==> src/rtl/evc_pkg.sv <==
package evc_pkg;
  localparam int BYTE_W  = 8;
  localparam int CLR_BIT = 7;

  // address of a channel's low byte; the upper bytes follow it
  function automatic int lo_addr(input int ch, input int bytes);
    return 1 + ch * bytes;
  endfunction
endpackage

==> src/rtl/evc_edge_sync.sv <==
module evc_edge_sync #(
  parameter int SYNC_STAGES = 2
) (
  input  logic clk,
  input  logic rst,
  input  logic din,
  input  logic fall_sel,
  output logic evt
);
  logic [SYNC_STAGES-1:0] sync_q;
  logic prev_q;
  logic cur;

  assign cur = sync_q[SYNC_STAGES-1];

  always_ff @(posedge clk) begin
    if (rst) begin
      sync_q <= '0;
      prev_q <= 1'b0;
    end else begin
      sync_q <= {sync_q[SYNC_STAGES-2:0], din};
      prev_q <= cur;
    end
  end

  always_comb begin
    evt = fall_sel ? (prev_q & ~cur) : (~prev_q & cur);
  end


  edge_gap_chk: assert property (@(posedge clk) disable iff (rst)
    evt ##1 $stable(fall_sel) |-> !evt);
endmodule

==> src/rtl/evc_counter.sv <==
module evc_counter #(
  parameter int CNT_W = 16
) (
  input  logic             clk,
  input  logic             clr,
  input  logic             inc,
  output logic [CNT_W-1:0] count
);
  // no system reset: state must outlive the main supply
  always_ff @(posedge clk) begin
    if (clr)
      count <= '0;
    else if (inc)
      count <= count + CNT_W'(1);
  end
endmodule

==> src/rtl/evc_irq_stretch.sv <==
module evc_irq_stretch #(
  parameter int TICKS = 100
) (
  input  logic clk,
  input  logic rst,
  input  logic trig,
  input  logic tick,
  output logic irq_n
);
  localparam int TMR_W = $clog2(TICKS + 1);

  logic [TMR_W-1:0] tmr_q, tmr_d;

  always_comb begin
    tmr_d = tmr_q;
    if (trig)
      tmr_d = TMR_W'(TICKS);
    else if (tick && tmr_q != '0)
      tmr_d = tmr_q - TMR_W'(1);
  end

  always_ff @(posedge clk) begin
    if (rst) begin
      tmr_q <= '0;
      irq_n <= 1'b1;
    end else begin
      tmr_q <= tmr_d;
      irq_n <= (tmr_d == '0);
    end
  end


  irq_assert_chk: assert property (@(posedge clk) disable iff (rst)
    trig |=> !irq_n);

  irq_release_chk: assert property (@(posedge clk) disable iff (rst)
    $rose(irq_n) |-> $past(tick));

  irq_hold_chk: assert property (@(posedge clk) disable iff (rst)
    (!irq_n && !tick) |=> !irq_n);
endmodule

==> src/rtl/evc_regif.sv <==
module evc_regif
  import evc_pkg::*;
#(
  parameter int NUM_CH = 2,
  parameter int CNT_W  = 16,
  parameter int ADDR_W = 3
) (
  input  logic                         clk,
  input  logic                         rst,
  input  logic [ADDR_W-1:0]            addr,
  input  logic                         wr,
  input  logic                         rd,
  input  logic [BYTE_W-1:0]            wdata,
  input  logic [NUM_CH-1:0][CNT_W-1:0] cnt_vec,
  output logic [BYTE_W-1:0]            rdata,
  output logic [NUM_CH-1:0]            fall_sel,
  output logic                         clr
);
  localparam int BYTES  = CNT_W / BYTE_W;
  localparam int SNAP_W = CNT_W - BYTE_W;

  logic [NUM_CH-1:0][SNAP_W-1:0] snap_q;
  logic [NUM_CH-1:0]             snap_ld;
  logic [BYTE_W-1:0]             rd_nxt;
  logic                          ctrl_sel;

  assign ctrl_sel = (addr == ADDR_W'(0));
  assign clr      = wr && !rst && ctrl_sel && wdata[CLR_BIT];

  always_comb begin
    rd_nxt  = '0;
    snap_ld = '0;
    if (ctrl_sel)
      rd_nxt[NUM_CH-1:0] = fall_sel;
    for (int ch = 0; ch < NUM_CH; ch++) begin
      if (addr == ADDR_W'(lo_addr(ch, BYTES))) begin
        rd_nxt      = cnt_vec[ch][BYTE_W-1:0];
        snap_ld[ch] = 1'b1;
      end
      for (int b = 1; b < BYTES; b++) begin
        if (addr == ADDR_W'(lo_addr(ch, BYTES) + b))
          rd_nxt = snap_q[ch][(b-1)*BYTE_W +: BYTE_W];
      end
    end
  end

  always_ff @(posedge clk) begin
    if (rst) begin
      rdata    <= '0;
      fall_sel <= '0;
      snap_q   <= '0;
    end else begin
      if (rd) begin
        rdata <= rd_nxt;
        for (int ch = 0; ch < NUM_CH; ch++)
          if (snap_ld[ch])
            snap_q[ch] <= cnt_vec[ch][CNT_W-1:BYTE_W];
      end
      if (wr && ctrl_sel)
        fall_sel <= wdata[NUM_CH-1:0];
    end
  end


  snap_cap_chk: assert property (@(posedge clk) disable iff (rst)
    (rd && addr == ADDR_W'(lo_addr(0, BYTES)))
      |=> (snap_q[0] == $past(cnt_vec[0][CNT_W-1:BYTE_W])));

  rd_hold_chk: assert property (@(posedge clk) disable iff (rst)
    !rd |=> $stable(rdata));
endmodule

==> src/rtl/edge_event_counter.sv <==
module edge_event_counter #(
  parameter int NUM_CH        = 2,
  parameter int CNT_W         = 16,
  parameter int SYNC_STAGES   = 2,
  parameter int STRETCH_TICKS = 100,
  parameter int ADDR_W        = $clog2(1 + NUM_CH * (CNT_W / 8))
) (
  input  logic              clk,
  input  logic              rst,
  input  logic [NUM_CH-1:0] evt_in,
  input  logic              tick,
  input  logic [ADDR_W-1:0] reg_addr,
  input  logic              reg_wr,
  input  logic              reg_rd,
  input  logic [7:0]        reg_wdata,
  output logic [7:0]        reg_rdata,
  output logic              irq_n
);
  logic [NUM_CH-1:0]            evt;
  logic [NUM_CH-1:0]            fall_sel;
  logic [NUM_CH-1:0][CNT_W-1:0] cnt_vec;
  logic                         clr;

  generate
    for (genvar g = 0; g < NUM_CH; g++) begin : g_ch
      evc_edge_sync #(.SYNC_STAGES(SYNC_STAGES)) u_sync (
        .clk      (clk),
        .rst      (rst),
        .din      (evt_in[g]),
        .fall_sel (fall_sel[g]),
        .evt      (evt[g])
      );

      evc_counter #(.CNT_W(CNT_W)) u_cnt (
        .clk   (clk),
        .clr   (clr),
        .inc   (evt[g]),
        .count (cnt_vec[g])
      );


      cnt_wrap_chk: assert property (@(posedge clk) disable iff (rst)
        (!clr && evt[g] && cnt_vec[g] == '1) |=> (cnt_vec[g] == '0));

      cnt_hold_chk: assert property (@(posedge clk) disable iff (rst)
        (!clr && !evt[g]) |=> $stable(cnt_vec[g]));

      cnt_clear_chk: assert property (@(posedge clk) disable iff (rst)
        clr |=> (cnt_vec[g] == '0));
    end
  endgenerate

  evc_irq_stretch #(.TICKS(STRETCH_TICKS)) u_irq (
    .clk   (clk),
    .rst   (rst),
    .trig  (|evt),
    .tick  (tick),
    .irq_n (irq_n)
  );

  evc_regif #(.NUM_CH(NUM_CH), .CNT_W(CNT_W), .ADDR_W(ADDR_W)) u_regif (
    .clk      (clk),
    .rst      (rst),
    .addr     (reg_addr),
    .wr       (reg_wr),
    .rd       (reg_rd),
    .wdata    (reg_wdata),
    .cnt_vec  (cnt_vec),
    .rdata    (reg_rdata),
    .fall_sel (fall_sel),
    .clr      (clr)
  );
endmodule

==> config.mk <==
export PLATFORM = sky130hd
export DESIGN_NAME = edge_event_counter
export DESIGN_NICKNAME = d
export VERILOG_FILES = /design/src/rtl/evc_pkg.sv /design/src/rtl/evc_edge_sync.sv /design/src/rtl/evc_counter.sv /design/src/rtl/evc_irq_stretch.sv /design/src/rtl/evc_regif.sv /design/src/rtl/edge_event_counter.sv
export SDC_FILE = /design/constraint.sdc
export NUM_CORES = 1
export LEC_CHECK = 0
export BUFFER_PORTS_ARGS = -buffer_cell sky130_fd_sc_hd__buf_2
export CORE_UTILIZATION = 60
export DETAILED_ROUTE_END_ITERATION = 10
export HOLD_SLACK_MARGIN = 0.1
export PLACE_DENSITY = 0.76
export SLEW_MARGIN = 25
export SYNTH_ARGS = -nofsm -noshare
export SYNTH_HDL_FRONTEND = slang
export SYNTH_SLANG_ARGS = --single-unit
==> constraint.sdc <==
create_clock -name clk -period 3.05 [get_ports clk]
set_input_delay 0.305 -clock clk [delete_from_list [all_inputs] [get_ports clk]]
set_output_delay 0.305 -clock clk [all_outputs]
set_load 0.1 [all_outputs]
==> flow_summary.yaml, run 1 <==
run_status:
  outcome: "finished clean"
clock_tree:
  cts_inserted_buffers: 9
  cts.clk_slew.worst_paths_ns: 0.07
  cts_setup_buffers: 0
  cts_sinks: 72
  hold_buffers: 0
  h-tree-depth: 3
  ctsLongestPathBuffers: 2
  clk_latency_ns: 0.34
  root_buffer: "clkbuf_8"
  cts_resized: 0
  cts_tree: "done"
worst_setup_path:
  critPathKind: "reg2reg"
  crit_arrival_ns: 2.04
  path_max_fanout: 9
  slowest_stage: "o2111ai_1"
  required_ns: 3.27
  crit_family: "simple AND/OR/NAND/NOR gates"
  max_stage_delay_ns: 0.46
  start_kind: "flop"
  crit_buf_inv: 0
  endpoint_kind: "flop"
  crit_chain: "nor3b_2 > o2111ai_1 > nor4_1 > xnor2_1 > nor2_1"
floorplanning:
  start_util: 0.626
  die_area_sq_um: 5620
  ios: 27
  die_y_microns: 75.0
  coreArea_sq_um: 5110
  floorplan.rows: 26
  die_w_microns: 75.0
timing:
  period_minus_slack_ns: 1.82
  rsz0062_at_grt: "no"
  maxSlewHeadroom: 0.438
  worstMarginPinSlew_ns: 0.842
  clock.fmax_ghz: 0.550
  hold-worst-slack_ns: 0.170
  setup_viol: 0
  skew_ns: 0.00534
  fin_tns_setup_ns: 0
  final-hold-violation-count: 0
  fin_crit_sh: 0.596
  report.final.slew_viol_count: 0
detailed_routing:
  drc: 0
  ant_nets: 0
  drtIter0Drc: 140
  wl_per_cell_microns: 13.4
  totalWireLength_microns: 6170
  viasPerCell: 5.54
  drt_first_pass_iters: 5
  via_count: 2549
power:
  leakagePower_uw: 0.00134
  power.density_nw_per_um2: 788
  ir_worst_vdd_uv: 529
final_layout:
  syn_to_final_growth_pct: 9.98
  diodes: 0
  nNetsFinal: 407
  drive_gt1_frac: 0.133
  utilization: 0.688
synth:
  synth_ff_type: "dfxtp_1"
  synth_seq_cells: 72
  yosysTopAreaCell: "dfxtp_1"
  postSynthNetCount: 389
  synth_area_leaders: "dfxtp_1, nor2_1, xnor2_1"
  ys_top_cells_by_count: "dfxtp_1, nor2_1, a21oi_1, nand2_1, xnor2_1"
  synth_cell_types: 43
  yosysSeqAreaShare: 0.451
  synthesis.instances: 367
  synth_edf_count: 0
  synthesis.area_sq_um: 3200
  async_flop_share: 0
  avgSynthCellArea_sq_um: 8.71
  yosysWarnings: 0
  synth_most_common_cell: "dfxtp_1"
  synth_largest_type_area_fraction: 0.451
global_route:
  antenna_found_initial: 0
  grt_pass1_vias: 2161
  track_usage: 0.233
  grt_overflow: 0
  grt_pass1_wl_microns: 9760
  grt_max_degree: 42
run:
  cap_violations: 0
placement:
  hpwlAfterDp_microns: 4210
  io_buffers: 21
  gp_congestion: 0.807
hold_path:
  hp-class: "in2reg"
## worst reg2reg max path, stage by stage, from the launching register on
cell and delay, ns:
dfxtp_1 0.35, nor3b_2 0.28, o2111ai_1 0.46, nor4_1 0.40, xnor2_1 0.16, nor2_1 0.05
## worst paths after layout
| check | cells past startpoint | slack (ns) | from | end |
|---|---|---|---|---|
| worst max-delay path | 5 | 1.23 | u_regif.fall_sel[1] | g_ch[1].u_cnt.count[15] |
| worst min-delay path | 2 | 0.17 | evt_in[0] | g_ch[0].u_sync.sync_q[0] |
| worst max register to register | 5 | 1.23 | u_regif.fall_sel[1] | g_ch[1].u_cnt.count[15] |
| worst min register to register | 1 | 0.46 | g_ch[1].u_sync.sync_q[0] | g_ch[1].u_sync.sync_q[1] |
## kinds of logic (layout without fill, tap and decap cells)
kind of cell | after synthesis | in the layout | share of synthesized area
adders and majority gates | 4 | 4 | 0.0157
xor gates and xnor gates | 23 | 23 | 0.0630
DFF | 72 | 72 | 0.451
AOI/OAI and AO/OA | 69 | 69 | 0.138
muxes | 20 | 20 | 0.0689
buffers and inverters | 28 | 51 | 0.0356
and+or+nand+nor | 151 | 151 | 0.228
## layer usage
layer  GRT usage  vias up  share of wire
li1            -     1310              -
met1       0.320     1191           0.49
met2       0.349       36           0.45
met3      0.0442       12          0.035
met4       0.122        0          0.020
met5           0        -              0
## layout make-up
class / count / area, sq um
clock inverters: 3 / 15.0
clock buffers: 13 / 169
flip-flops and latches: 72 / 1440
multi-input cells: 267 / 1640
repair buffers: 22 / 113
well taps: 70 / 87.6
fillers: 457 / 1590
inverters: 13 / 48.8
## cells in the final DEF, fill, tap and decap left out, types with 3 or more instances in the layout
| cell type | count |
|---|---|
| ha_1 | 4 |
| a21oi_1 | 27 |
| and3b_1 | 3 |
| dfxtp_1 | 72 |
| nand4_1 | 3 |
| or3_1 | 10 |
| a211oi_1 | 8 |
| buf_2 | 21 |
| nand2_1 | 27 |
| a22oi_1 | 7 |
| nor2_1 | 62 |
| nor2b_1 | 7 |
| xnor2_1 | 19 |
| a31oi_1 | 3 |
| mux2_2 | 6 |
| nor3_1 | 17 |
| nand3_1 | 8 |
| clkinv_2 | 3 |
| inv_1 | 13 |
| clkbuf_8 | 12 |
| nor4_1 | 4 |
| o21ai_0 | 14 |
| mux2i_1 | 13 |
| xor2_1 | 4 |
## state kept, by name, summed over array words and instances, names as in the netlist
signal	flops
u_irq.tmr_q	7
u_regif.snap_q	16
g_ch.u_sync.sync_q	4
u_regif.fall_sel	2
g_ch.u_sync.prev_q	2
g_ch.u_cnt.count	32
u_regif.rdata	8
u_irq.irq_n	1
## stage by stage
stage | power, uW | setup slack [ns] | area, sq um | std cells
after global routing | 2940 | 1.07 | 3520 | 460
final | 2770 | 1.23 | 3520 | 460
after CTS | 2780 | 1.22 | 3520 | 460
after detailed placement | 2090 | 1.19 | 3330 | 444
after floorplan | 1930 | 1.34 | 3200 | 367
after global placement | 2060 | 1.21 | 3330 | 444
## power by group
part / switching (uW) / internal [uW]
sequential: 243 / 1160
clock: 331 / 358
combinational: 385 / 291
(Power assumes the default switching activity.)
==> inputs of run 2 (changes only) <==
--- a/config.mk
+++ b/config.mk
@@ -6,10 +6,10 @@
 export NUM_CORES = 1
 export LEC_CHECK = 0
 export BUFFER_PORTS_ARGS = -buffer_cell sky130_fd_sc_hd__buf_2
-export CORE_UTILIZATION = 60
+export CORE_UTILIZATION = 59
 export DETAILED_ROUTE_END_ITERATION = 10
 export HOLD_SLACK_MARGIN = 0.1
-export PLACE_DENSITY = 0.76
+export PLACE_DENSITY = 0.75
 export SLEW_MARGIN = 25
 export SYNTH_ARGS = -nofsm -noshare
 export SYNTH_HDL_FRONTEND = slang
==> constraint.sdc (replaced) <==
create_clock -name clk -period 1.7 [get_ports clk]
set_input_delay 0.17 -clock clk [delete_from_list [all_inputs] [get_ports clk]]
set_output_delay 0.17 -clock clk [all_outputs]
set_load 0.1 [all_outputs]
==> flow_summary.yaml, run 2 (synthesis gave the netlist of run 1 again) <==
global_route:
  grt_pass1_wl_microns: 10600
  track_usage: 0.250
  grt_max_degree: 33
  grt_pass1_vias: 2295
  grt_overflow: 0
  antenna_found_initial: 0
placement:
  pre_cts_slack_ns: 0.0528
  dp.cells: 466
  post_dp_cell_area_sq_um: 3510
  io_buffers: 21
  gp_congestion: 0.875
  hpwlAfterDp_microns: 4620
timing:
  setup_viol: 0
  fin_ws_ns: 0.0192
  maxSlewHeadroom: 0.678
  period_minus_slack_ns: 1.68
  final-hold-violation-count: 0
  clock.fmax_ghz: 0.595
  report.final.slew_viol_count: 0
  worstMarginPinSlew_ns: 0.486
  fin_crit_sh: 0.989
  skew_ns: 0.00831
final_layout:
  nFillCells: 372
  largest_reg_flops: 32
  fin_area_sq_um: 3830
  syn_to_final_growth_pct: 19.8
  diodes: 0
  layout_common_cells: "dfxtp_1, nor2_1, a21oi_1, nand2_1, buf_4"
  regMostFlops: "g_ch.u_cnt.count"
  drive_gt1_frac: 0.194
  final_cells: 487
  layout_commonest_cell: "dfxtp_1"
  reg.largest.list: "g_ch.u_cnt.count: 32 flops, u_regif.snap_q: 16 flops, u_regif.rdata: 8 flops"
  nNetsFinal: 435
floorplanning:
  floorplan.rows: 26
  start_util: 0.618
  die_w_microns: 75.6
  die_area_sq_um: 5720
  ios: 27
  die_y_microns: 75.6
  coreArea_sq_um: 5170
clock_tree:
  cts_tree: "done"
  cts_inserted_buffers: 9
  root_buffer: "clkbuf_8"
  cts.clk_slew.worst_paths_ns: 0.08
  cts_sinks: 72
  ctsLongestPathBuffers: 2
  clk_latency_ns: 0.35
  h-tree-depth: 3
run_status:
  outcome: "finished clean"
power:
  power.density_nw_per_um2: 1450
  power.total_uw: 5530
  leakagePower_uw: 0.00150
  ir_worst_vdd_uv: 771
detailed_routing:
  drc: 0
  viasPerCell: 5.53
  totalWireLength_microns: 6750
  ant_nets: 0
  wl_per_cell_microns: 13.9
  drt_first_pass_iters: 5
  via_count: 2693
  drtIter0Drc: 177
run:
  cap_violations: 0
worst_setup_path:
  path_max_fanout: 5
  critPathKind: "reg2reg"
  start_kind: "flop"
  endpoint_kind: "flop"
  required_ns: 1.94
  crit_arrival_ns: 1.92
hold_path:
  hp-class: "in2reg"
## run 2: cell count changes in the layout (fill, tap and decap cells not counted), moves of 3 or more
cell,delta
dlygate4sd3_1,+4
bufinv_16,+3
clkinv_2,-3
buf_4,+23
clkbuf_8,-3
## run 2: final timing paths
| check | start | endpoint | slack (ns) | cells after the start |
|---|---|---|---|---|
| worst max register to register | u_irq.tmr_q[4] | u_irq.irq_n | 0.02 | 5 |
| worst min register to register | g_ch[1].u_sync.sync_q[0] | g_ch[1].u_sync.sync_q[1] | 0.44 | 1 |
| worst max-delay path | u_irq.tmr_q[4] | u_irq.irq_n | 0.02 | 5 |
| worst min-delay path | rst | u_regif.snap_q[2] | 0.20 | 2 |
## run 2: worst max-delay path: stages (launching register included)
cell and delay [ns]:
dfxtp_1 0.36, or4_4 0.54, o21ai_4 0.16, nor2_1 0.08, a211o_1 0.27, a41o_1 0.18
## run 2: per-layer routing
layer | share of wire | GRT usage | vias to the layer above
li1 | - | - | 1373
met3 | 0.036 | 0.0754 | 8
met2 | 0.47 | 0.400 | 51
met4 | 0.010 | 0.0782 | 0
met5 | 0 | 0 | -
met1 | 0.48 | 0.326 | 1261
## run 2: stage by stage
stage	hold WS, ns	utilization	setup TNS (ns)
CTS	0.186	0.731	0
global route	0.198	0.740	-0.0189
finish	0.198	0.740	0
detailed placement	0.386	0.679	0
global placement	0.379	0.679	0
floorplan	0.298	-	0
## run 2: final cells by class
type,count,area [sq um],area share
multi-input combinational,267,1670,0.437
timing repair buffer,50,345,0.0902
inverter,13,48.8,0.0127
clock inverter,5,106,0.0278
clock buffer,10,128,0.0333
tap,70,87.6,0.0229
sequential,72,1440,0.376
## run 2: timing repair
action                                 CTS  global route
resized for setup                        0             7
setup endpoints to repair                0            14
endpoints found under the hold margin    4             0
setup buffers                            0             2
hold buffers                             4             0
## run 2: power breakdown
part           total [uW]  switching, uW  internal [uW]  leakage (uW)
Clock                1610            636            970      0.000113
Sequential           2460            372           2080      0.000597
Combinational        1470            809            663      0.000786
==> inputs of run 3 (changes only) <==
--- a/config.mk
+++ b/config.mk
@@ -6,11 +6,12 @@
 export NUM_CORES = 1
 export LEC_CHECK = 0
 export BUFFER_PORTS_ARGS = -buffer_cell sky130_fd_sc_hd__buf_2
-export CORE_UTILIZATION = 59
+export CORE_UTILIZATION = 60
 export DETAILED_ROUTE_END_ITERATION = 10
 export HOLD_SLACK_MARGIN = 0.1
-export PLACE_DENSITY = 0.75
+export PLACE_DENSITY = 0.76
 export SLEW_MARGIN = 25
 export SYNTH_ARGS = -nofsm -noshare
 export SYNTH_HDL_FRONTEND = slang
+export SYNTH_HIERARCHICAL = 1
 export SYNTH_SLANG_ARGS = --single-unit
==> flow_summary.yaml, run 3 <==
run_status:
  outcome: "finished with violations"
  violations: "setup timing"
placement:
  hpwlAfterDp_microns: 5460
  gp_congestion: 0.872
  dp.cells: 505
  io_buffers: 21
final_layout:
  largest_reg_flops: 32
  reg.largest.list: "g_ch.u_cnt/count: 32 flops, u_regif/snap_q: 16 flops, u_regif/rdata: 8 flops"
  layout_commonest_cell: "dfxtp_1"
  syn_to_final_growth_pct: 29.2
  drive_gt1_frac: 0.357
  layout_common_cells: "dfxtp_1, nor2_1, buf_4"
  regMostFlops: "g_ch.u_cnt/count"
  diodes: 0
  nNetsFinal: 479
  final_cells: 534
synth:
  yosysTopAreaCell: "dfxtp_1"
  synth_largest_type_area_fraction: 0.404
  synthesis.instances: 386
  synth_ff_type: "dfxtp_1"
  avgSynthCellArea_sq_um: 9.24
  synth_edf_count: 0
  synth_cell_types: 62
  postSynthNetCount: 408
  yosysSeqAreaShare: 0.404
  yosysWarnings: 6
  ys_top_cells_by_count: "dfxtp_1, nor2_1, nand2_1"
  synth_most_common_cell: "dfxtp_1"
  synth_seq_cells: 72
  synthesis.area_sq_um: 3570
  synth_area_leaders: "dfxtp_1, nor2_1, xnor2_1"
  async_flop_share: 0
clock_tree:
  cts_inserted_buffers: 9
  cts_sinks: 72
  clk_latency_ns: 0.36
  root_buffer: "clkbuf_8"
  h-tree-depth: 3
  ctsLongestPathBuffers: 2
  cts.clk_slew.worst_paths_ns: 0.09
  cts_tree: "done"
timing:
  period_minus_slack_ns: 1.80
  worstMarginPinSlew_ns: 0.493
  hold-worst-slack_ns: 0.233
  clock.fmax_ghz: 0.555
  rsz0062_at_grt: "yes"
  final-hold-violation-count: 0
  fin_ws_ns: -0.101
  setup_viol: 5
  fin_crit_sh: 1.06
  skew_ns: 0.0115
  report.final.slew_viol_count: 0
  maxSlewHeadroom: 0.674
detailed_routing:
  drtIter0Drc: 331
  wl_per_cell_microns: 19.0
  viasPerCell: 6.15
  drc: 0
  ant_nets: 0
  drt_first_pass_iters: 5
  totalWireLength_microns: 10200
  via_count: 3285
worst_setup_path:
  endpoint_kind: "flop"
  reg2reg_slack_ns: -0.10
  r2r-end: "u_irq/irq_n"
  timing.critical_path.to: "u_irq/irq_n"
  start_kind: "flop"
  critPathKind: "reg2reg"
  r2r_cells: 7
  crit_start: "u_irq/tmr_q[1]"
  required_ns: 2.01
  crit_arrival_ns: 2.11
  path_max_fanout: 5
  r2r-start: "u_irq/tmr_q[1]"
global_route:
  grt_overflow: 0
  antenna_found_initial: 0
  track_usage: 0.296
  grt_pass1_vias: 3004
  grt_max_degree: 39
  grt_pass1_wl_microns: 14100
floorplanning:
  coreArea_sq_um: 5610
  die_area_sq_um: 6260
  ios: 27
  start_util: 0.636
  die_w_microns: 79.1
  floorplan.rows: 27
  die_y_microns: 79.1
hold_path:
  hp-class: "in2reg"
run:
  cap_violations: 0
power:
  leakagePower_uw: 0.00186
  power.density_nw_per_um2: 1400
  ir_worst_vdd_uv: 1010
-- run 3: cell type report --
| class | instances | area, sq um |
|---|---|---|
| clock buffer | 9 | 124 |
| clock inverter | 7 | 119 |
| fill | 333 | 1000 |
| inverter | 13 | 53.8 |
| multi-input combinational | 281 | 2180 |
| sequential | 72 | 1460 |
| tap | 72 | 90.1 |
| timing repair buffer | 80 | 581 |
-- run 3: per-stage QoR --
stage          utilization  setup TNS [ns]  cell area [sq um]  power (uW)  setup WS (ns)
4_1_cts              0.794         -0.0558               4450        6110        -0.0373
3_5_place_dp         0.715          -0.656               4010        4280         -0.123
5_1_grt              0.821          -0.948               4610        6710         -0.178
2_1_floorplan            -               0               3580        3600         0.0517
3_3_place_gp         0.715          -0.125               4010        4200        -0.0576
6_report             0.821          -0.232               4610        6430         -0.101
-- run 3: logic make-up (layout without fill, tap and decap cells) --
group                    count (synthesis)  in the layout  synth area share
AO/OA/AOI/OAI                           64             64             0.120
multiplexers                            24             24            0.0712
XOR/XNOR                                23             23            0.0565
AND/OR/NAND/NOR                        166            166             0.285
adder cells (fa/ha/maj)                  4              4            0.0140
buffers and inverters                   33            109            0.0484
flip-flops                              72             72             0.404
-- run 3: critical path: stages (launching register included) --
cell and delay [ns]:
dfxtp_4 0.38, inv_4 0.07, ha_4 0.13, nor4b_4 0.24, buf_4 0.19, a41oi_2 0.14
a2111oi_4 0.36, a41o_1 0.24
-- run 3: worst min path at each step --
stage	from	slack [ns]	cells past startpoint	end
3_5_place_dp	evt_in[1]	0.40	2	g_ch[1].u_sync/sync_q[0]
4_1_cts	reg_rd	0.21	3	u_regif/rdata[7]
6_report	reg_rd	0.23	3	u_regif/rdata[7]
3_3_place_gp	evt_in[0]	0.39	2	g_ch[0].u_sync/sync_q[0]
5_1_grt	reg_rd	0.26	3	u_regif/rdata[2]
2_1_floorplan	rst	0.24	1	g_ch[0].u_sync/prev_q
-- run 3: what timing repair did --
item / in CTS / in global routing
gates cloned: 0 / 0
hold endpoints to repair: 5 / 0
pin swaps: 8 / 12
gates resized for setup: 26 / 26
setup buffers: 5 / 3
endpoints found under the setup margin: 18 / 20
hold buffers: 5 / 0
-- run 3: layer usage --
| metal | vias to the layer above | global-route usage | part of all wire |
|---|---|---|---|
| met5 | - | 0 | 0 |
| li1 | 1507 | - | - |
| met3 | 44 | 0.0494 | 0.060 |
| met2 | 166 | 0.475 | 0.48 |
| met1 | 1568 | 0.378 | 0.42 |
| met4 | 0 | 0.158 | 0.041 |
-- run 3: power breakdown --
part / switching (uW) / leakage [uW] / internal (uW)
clock network: 699 / 0.000116 / 977
registers: 403 / 0.000600 / 2070
logic: 1270 / 0.00115 / 1010
